==> config.mk <==
export PLATFORM = sky130hd
export DESIGN_NAME = t1_slot_mapper
export DESIGN_NICKNAME = d
export VERILOG_FILES = /design/src/rtl/t1_map_pkg.sv /design/src/rtl/t1_pos_fsm.sv /design/src/rtl/t1_octet_pack.sv /design/src/rtl/t1_slot_mapper.sv
export SDC_FILE = /design/constraint.sdc
export NUM_CORES = 1
export LEC_CHECK = 0
export BUFFER_PORTS_ARGS = -buffer_cell sky130_fd_sc_hd__buf_2
export CAP_MARGIN = 20
export CORE_ASPECT_RATIO = 2
export CORE_MARGIN = 2
export CORE_UTILIZATION = 35
export CTS_BUF_LIST = sky130_fd_sc_hd__clkbuf_16
export CTS_CLUSTER_DIAMETER = 30
export DETAILED_ROUTE_END_ITERATION = 6
export GPL_ROUTABILITY_DRIVEN = 0
export SLEW_MARGIN = 20
export SYNTH_ARGS = -nofsm -noshare
export SYNTH_HDL_FRONTEND = slang
export SYNTH_SLANG_ARGS = --single-unit
==> constraint.sdc <==
create_clock -name clk -period 2.67 [get_ports clk]
set_input_delay 0.4005 -clock clk [delete_from_list [all_inputs] [get_ports clk]]
set_output_delay 0.4005 -clock clk [all_outputs]
set_load 0.02 [all_outputs]
==> src/rtl/t1_map_pkg.sv <==
package t1_map_pkg;
    typedef enum logic [1:0] {
        ST_HUNT  = 2'd0,
        ST_FRAME = 2'd1,
        ST_DATA  = 2'd2,
        ST_SKIP  = 2'd3
    } pos_state_t;
endpackage

==> src/rtl/t1_pos_fsm.sv <==
module t1_pos_fsm
    import t1_map_pkg::*;
#(
    parameter int SLOTS   = 24,
    parameter int OCTET_W = 8,
    localparam int SLOT_W = $clog2(SLOTS + 1),
    localparam int BIT_W  = $clog2(OCTET_W)
) (
    input  logic              clk,
    input  logic              rst_n,
    input  logic              frame_sync,
    input  logic              isdn_mode,
    output logic              in_payload,
    output logic              octet_done,
    output logic [SLOT_W-1:0] slot_idx,
    output logic              frame_isdn
);
    localparam logic [BIT_W-1:0]  LAST_BIT  = BIT_W'(OCTET_W - 1);
    localparam logic [SLOT_W-1:0] LAST_SLOT = SLOT_W'(SLOTS);
    localparam logic [SLOT_W-1:0] CUT_SLOT  = SLOT_W'(SLOTS - 1);

    pos_state_t        state_q, cur_state, nxt_state;
    logic [BIT_W-1:0]  bit_q;
    logic [SLOT_W-1:0] slot_q;
    logic              mode_q;
    logic              last_bit;

    always_comb cur_state = frame_sync ? ST_FRAME : state_q;
    assign last_bit = (bit_q == LAST_BIT);

    always_comb begin
        nxt_state = cur_state;
        unique case (cur_state)
            ST_HUNT:  nxt_state = ST_HUNT;
            ST_FRAME: nxt_state = ST_DATA;
            ST_DATA: begin
                if (last_bit) begin
                    if (slot_q == LAST_SLOT)
                        nxt_state = ST_FRAME;
                    else if (slot_q == CUT_SLOT && mode_q)
                        nxt_state = ST_SKIP;
                    else
                        nxt_state = ST_DATA;
                end
            end
            ST_SKIP:  nxt_state = last_bit ? ST_FRAME : ST_SKIP;
        endcase
    end

    always_ff @(posedge clk or negedge rst_n) begin
        if (!rst_n) begin
            state_q <= ST_HUNT;
            bit_q   <= '0;
            slot_q  <= '0;
            mode_q  <= 1'b0;
        end else begin
            state_q <= nxt_state;
            unique case (cur_state)
                ST_HUNT: begin
                    bit_q  <= '0;
                    slot_q <= '0;
                end
                ST_FRAME: begin
                    bit_q  <= '0;
                    slot_q <= SLOT_W'(1);
                    mode_q <= isdn_mode;
                end
                ST_DATA, ST_SKIP: begin
                    if (last_bit) begin
                        bit_q  <= '0;
                        slot_q <= slot_q + SLOT_W'(1);
                    end else begin
                        bit_q  <= bit_q + BIT_W'(1);
                    end
                end
            endcase
        end
    end

    always_comb begin
        in_payload = (cur_state == ST_DATA);
        octet_done = in_payload && last_bit;
        slot_idx   = slot_q;
        frame_isdn = mode_q;
    end
endmodule

==> src/rtl/t1_octet_pack.sv <==
module t1_octet_pack #(
    parameter int OCTET_W = 8,
    parameter int SLOT_W  = 5
) (
    input  logic               clk,
    input  logic               rst_n,
    input  logic               shift_en,
    input  logic               done,
    input  logic               din,
    input  logic [SLOT_W-1:0]  slot_in,
    output logic               valid,
    output logic [OCTET_W-1:0] data,
    output logic [SLOT_W-1:0]  slot
);
    logic [OCTET_W-2:0] sh_q;

    always_ff @(posedge clk or negedge rst_n) begin
        if (!rst_n) begin
            sh_q  <= '0;
            valid <= 1'b0;
            data  <= '0;
            slot  <= '0;
        end else begin
            valid <= done;
            if (shift_en)
                sh_q <= {sh_q[OCTET_W-3:0], din};
            if (done) begin
                data <= {sh_q, din};
                slot <= slot_in;
            end
        end
    end
endmodule

==> src/rtl/t1_slot_mapper.sv <==
module t1_slot_mapper #(
    parameter int SLOTS   = 24,
    parameter int OCTET_W = 8,
    localparam int SLOT_W = $clog2(SLOTS + 1)
) (
    input  logic               clk,
    input  logic               rst_n,
    input  logic               line_bit,
    input  logic               frame_sync,
    input  logic               isdn_mode,
    output logic               payload_flag,
    output logic               octet_valid,
    output logic [OCTET_W-1:0] octet_data,
    output logic [SLOT_W-1:0]  octet_slot
);
    logic              in_payload;
    logic              octet_done;
    logic [SLOT_W-1:0] slot_idx;
    logic              frame_isdn;

    t1_pos_fsm #(.SLOTS(SLOTS), .OCTET_W(OCTET_W)) u_fsm (
        .clk        (clk),
        .rst_n      (rst_n),
        .frame_sync (frame_sync),
        .isdn_mode  (isdn_mode),
        .in_payload (in_payload),
        .octet_done (octet_done),
        .slot_idx   (slot_idx),
        .frame_isdn (frame_isdn)
    );

    t1_octet_pack #(.OCTET_W(OCTET_W), .SLOT_W(SLOT_W)) u_pack (
        .clk      (clk),
        .rst_n    (rst_n),
        .shift_en (in_payload),
        .done     (octet_done),
        .din      (line_bit),
        .slot_in  (slot_idx),
        .valid    (octet_valid),
        .data     (octet_data),
        .slot     (octet_slot)
    );

    assign payload_flag = in_payload;
endmodule

After elaboration in Yosys (flattened, before gate mapping)
Cells that the tools add are included.
- reductions and logical operators: 5
- mux-type cells: 10
- eq/ne operators: 7
- $add $sub $neg: 2
- operator list (operator ; count):
    $pmux W5 S3 ; 1
    $eq A5 B5 Y1 const B ; 2
    $mux W2 ; 4
    $pmux W2 S4 ; 1
    $pmux W3 S2 ; 1
    $add A5 B1 Y5 const B ; 1
    $mux W5 ; 1
    $eq A2 B2 Y1 const B ; 2
    $reduce_or A2 Y1 ; 2
    $add A3 B1 Y3 const B ; 1
    $eq A3 B3 Y1 const B ; 1
    $mux W3 ; 1
    $eq A2 B1 Y1 const B ; 1
    $logic_and A1 B1 Y1 ; 2
    $logic_not A2 Y1 ; 1
    $ne A2 B1 Y1 const B ; 1
    $mux W1 ; 1
- output and inout bits: 15
- word-level logic and storage cells: 32
- input bits: 5
- bits in registers: 32

Longest topological paths before layout
- depth in word-level cells: 6
- gate-level depth with buffers: 7
- gate-level depth less buffers: 5

By module
Synthesis repeated with hierarchy kept, for this count alone.
- cells, all modules: 94
- area, all modules: 1358.8 µm²
- modules (own cells, without submodules) (module ; instances ; area an instance (µm²) ; cells an instance):
    t1_octet_pack ; 1 ; 804.5 ; 43
    t1_pos_fsm ; 1 ; 554.3 ; 51

Worst setup path before layout
OpenSTA, ideal clock, no wires.
- path kind: register to register
- from: register u_fsm.bit_q[0]
- to: register u_pack.data[4]
- data required time: 2545 ps
- setup time: 125 ps
- clock period less this slack: 1739 ps
- arrival time: 1613 ps
- setup slack: 931 ps
- stages on the path, launching flop included: 8
- cell sequence: dfrtp_1 -> ha_1 -> ha_1 -> clkbuf_1 -> and2_4 -> buf_6 -> buf_12 -> mux2_4
- longest elaborated chain between the ends: 2
- RTL lines (item ; RTL line ; RTL):
    start, declared ; t1_pos_fsm.sv:23 ; logic [BIT_W-1:0] bit_q;
    start signal, assigned ; t1_pos_fsm.sv:73 ; bit_q <= bit_q + BIT_W'(1);
    $eq A3 B3 Y1 ; t1_pos_fsm.sv:29 ; assign last_bit = (bit_q == LAST_BIT);
    $logic_and A1 B1 Y1 ; t1_pos_fsm.sv:82 ; octet_done = in_payload && last_bit;
    named net octet_done ; t1_slot_mapper.sv:17 ; logic octet_done;
    end signal, assigned ; t1_octet_pack.sv:28 ; data <= {sh_q, din};
    end, declared ; t1_octet_pack.sv:12 ; output logic [OCTET_W-1:0] data,
The timed path passes the listed nets, and every way through them passes these cells.
A chain may end at the register's enable or synchronous reset.

Worst setup path after layout
- from: register u_fsm.bit_q[0]
- to: register u_pack.data[1]
- longest elaborated chain between the ends: 2
- RTL lines (item ; RTL line):
    $eq A3 B3 Y1 ; t1_pos_fsm.sv:29
    $logic_and A1 B1 Y1 ; t1_pos_fsm.sv:82
No other way between the ends.

==> Implementation_results.wiki <==
{| class="wikitable"
! Metric !! Value
|-
| Leading cell type in the layout, fill and taps excluded || dfrtp_1
|-
| Worst slew margin relative to its limit || 53.5%
|-
| Drc violations || 0
|-
| Reg2Reg Launch Point || u_fsm.bit_q[0]
|-
| Data arrival time of the worst path || 1.87 ns
|-
| TritonRoute pass-1 iters || 4
|-
| TritonCTS clock tree || built
|-
| Max-slew violation count || 0
|-
| Setup TNS Final || 0 ns
|-
| Final Setup Violations || 0
|-
| Final worst path period share || 64.3%
|-
| Class of the most critical setup path || reg -> reg
|-
| Final worst hold slack || approximately 0.18 ns
|-
| Proportion of register bits with asynchronous set or reset after synthesis || 100%
|-
| Synth warnings || 0
|-
| Mapped cell area || roughly 1400 um2
|-
| Post-synth cell types || 25
|-
| Flop and latch count out of synthesis || 32
|-
| Number of vias after detailed routing || 780
|-
| Number of antenna violations at the first check in global routing || 0
|-
| H-tree Lvls || 2
|-
| Cell area after placement || 1500 um2
|-
| Area Growth Syn to Fin || 18.0%
|-
| Net count reported at finish || 125
|-
| HPWL reported at the end of detailed placement || about 1.5 mm
|-
| Dominant register cell in the synthesized netlist || dfrtp_1
|-
| Least-Margin Pin Slew || approximately 0.7 ns
|-
| Total of cells resized after clock tree synthesis || 0
|-
| CTS Hold Bufs || 0
|-
| Final Hold Fails || 0
|-
| Count of inserted antenna diode cells || 0
|-
| CTS Root Buffer Type || clkbuf_16
|-
| Die Span Y || 93.0 um
|-
| Count of fill cells added during filler insertion || 371
|-
| Iteration-0 DRC count of the detailed router || 7
|-
| Total GRT Usage || between 10% and 20%
|-
| Cell Pwr Density || 718 nW/um2
|-
| Detailed-route wire length || 2.17 mm
|-
| Setup crit start || u_fsm.bit_q[0]
|-
| Number of flops mapped to enable cells by yosys || 0
|-
| Largest area contributor in the netlist || dfrtp_1
|-
| Core area || a little under 4000 um2
|-
| Result of the run || completed
|-
| Clk sinks || 32
|-
| Post-route non-filler standard cell count || 167
|-
| Top cells by area in the synthesized netlist || dfrtp_1, mux2_4, mux2_2, ha_1, xor2_1
|-
| Standby leakage power || 0.811 nW
|-
| Last element of the critical path || u_pack.data[1]
|-
| Number of top-level design ports || 20
|-
| Cells after synthesis || 94
|-
| Area enclosed by the die boundary || between 4000 and 5000 um2
|-
| Global-route congestion overflow total || 0
|-
| Total clock buffers created by CTS || 5
|-
| Critical register-to-register path endpoint || u_pack.data[1]
|-
| Proportion of netlist area held by the largest area contributor || 57.8%
|-
| Cell Count Post-Placement || 160
|-
| Starting density of the core || 36.1%
|-
| Fraction of layout cells with a size suffix above 1 || 44.0%
|-
| Fraction of the core area covered by cells at the end of the flow || 42.5%
|-
| Syn_nets || 103
|-
| Number of global-route vias before repair || a little over 800
|-
| Later-pin clock latency in the skew report || 0.27 ns
|-
| Number of buffers added on ports || 19
|-
| Wire length of the first global-routing pass || roughly 3.9 mm
|-
| Maximum clock path buffer count || 2
|-
| Register-to-register setup slack || 0.95 ns
|-
| Routed wire length per instance || 13.0 um
|-
| Sequential cell area fraction in the yosys report || 57.8%
|-
| Clock transition at the register clock pins on the worst setup and hold paths after CTS || 0.05 ns
|-
| Max rail drop VDD || around 0.45 mV
|-
| Crit start category || register
|-
| Data required time at the worst endpoint || 2.82 ns
|-
| DR vias/cell || 4.67
|-
| Number of rows in the core area || 32
|-
| Mean instance size in the synthesized netlist || 14.7 um2
|-
| # Post-CTS Setup Buffers || 0
|-
| Hold/Removal Path Class || in -> async
|-
| Maximum clock skew at final layout || 0.00561 ns
|-
| Highest-count cells in the layout ignoring fill and taps || dfrtp_1, buf_2, mux2_2
|-
| Crit Path Max Fanout || 14
|-
| Worst-case reg-to-reg path depth || 4
|-
| Horizontal extent of the die || a little under 50 um
|-
| Fin crit period || 1.72 ns
|-
| Max-cap violations || 0
|-
| Final design instance area without fill || 1640 um2
|-
| Largest net degree at the start of global routing || 33
|-
| Setup repair after global routing missed its margin || no
|-
| CP Capture Type || register
|-
| FMAX || 0.583 GHz
|-
| Post-detailed-route count of antenna-violating nets || 0
|}
## critical path: stages (launching register included)
cell and delay (ns):
dfrtp_1 0.34, ha_1 0.14, ha_1 0.37, and2_4 0.37, mux2_2 0.37
## worst min-delay path by stage
stage	to	depth (start not counted)	slack (ns)
2_1_floorplan	u_fsm.bit_q[0]	0	0.10
3_3_place_gp	u_fsm.bit_q[0]	1	0.42
3_5_place_dp	u_fsm.bit_q[0]	1	0.43
4_1_cts	u_pack.sh_q[6]	1	0.20
5_1_grt	u_fsm.slot_idx[2]	1	0.25
6_report	u_pack.slot[4]	1	0.18
## layout make-up
type                    count  area (um2)  share of cell area [%]
clock buffers               5         125                    7.65
clock inverters             2        7.51                   0.459
inverters                   4        15.0                   0.918
multi-input cells          53         520                    31.8
flip-flops and latches     32         801                    49.0
well taps                  51        63.8                    3.90
repair buffers             20         103                    6.27
## power breakdown
part	leakage, nW	internal [mW]	switching (mW)	total (mW)
Combinational	0.331	0.0538	0.0500	0.104
Clock	0.0648	0.332	0.180	0.512
Sequential	0.415	0.532	0.0276	0.559
Total	0.811	0.918	0.257	1.17
## Yosys cell counts, types with 2 or more instances
library cell	instances
mux2_2	12
nor2_1	6
mux2_4	9
inv_1	4
clkbuf_1	2
xor2_1	4
ha_1	4
buf_6	2
dfrtp_1	32
and4b_1	2
a211o_2	2
nand4_1	2
## flip-flops by register name (all words and copies together), names as in the netlist
| signal | count |
|---|---|
| u_fsm.state_q | 2 |
| u_fsm.bit_q | 3 |
| u_pack.valid | 1 |
| u_fsm.frame_isdn | 1 |
| u_pack.slot | 5 |
| u_pack.data | 8 |
| u_pack.sh_q | 7 |
| u_fsm.slot_idx | 5 |
## stage by stage
stage                     total power, mW  worst slack, ns
after CTS                            1.20            0.923
after floorplan                     0.633            0.931
after global placement              0.668            0.985
final                                1.17            0.953
after global routing                 1.23            0.835
after detailed placement            0.674            0.928
## cell families (layout without fill, tap and decap cells)
family / after synthesis / count (layout) / synth area share, %
compound gates: 5 / 5 / 2.71
xor+xnor: 4 / 4 / 2.53
fa+ha+maj: 4 / 4 / 3.61
buf+inv: 9 / 31 / 4.69
flops: 32 / 32 / 57.8
mux: 22 / 22 / 20.2
simple gates: 18 / 18 / 8.48
## metal layers
| layer | track usage (%) | wire length [um] |
|---|---|---|
| met1 | 12.9 | 867 |
| met2 | 19.6 | 1150 |
| met3 | 3.04 | 80 |
| met4 | 7.86 | 72 |
| met5 | 0 | 0 |
Note: power is estimated with default switching activity, not from simulation.
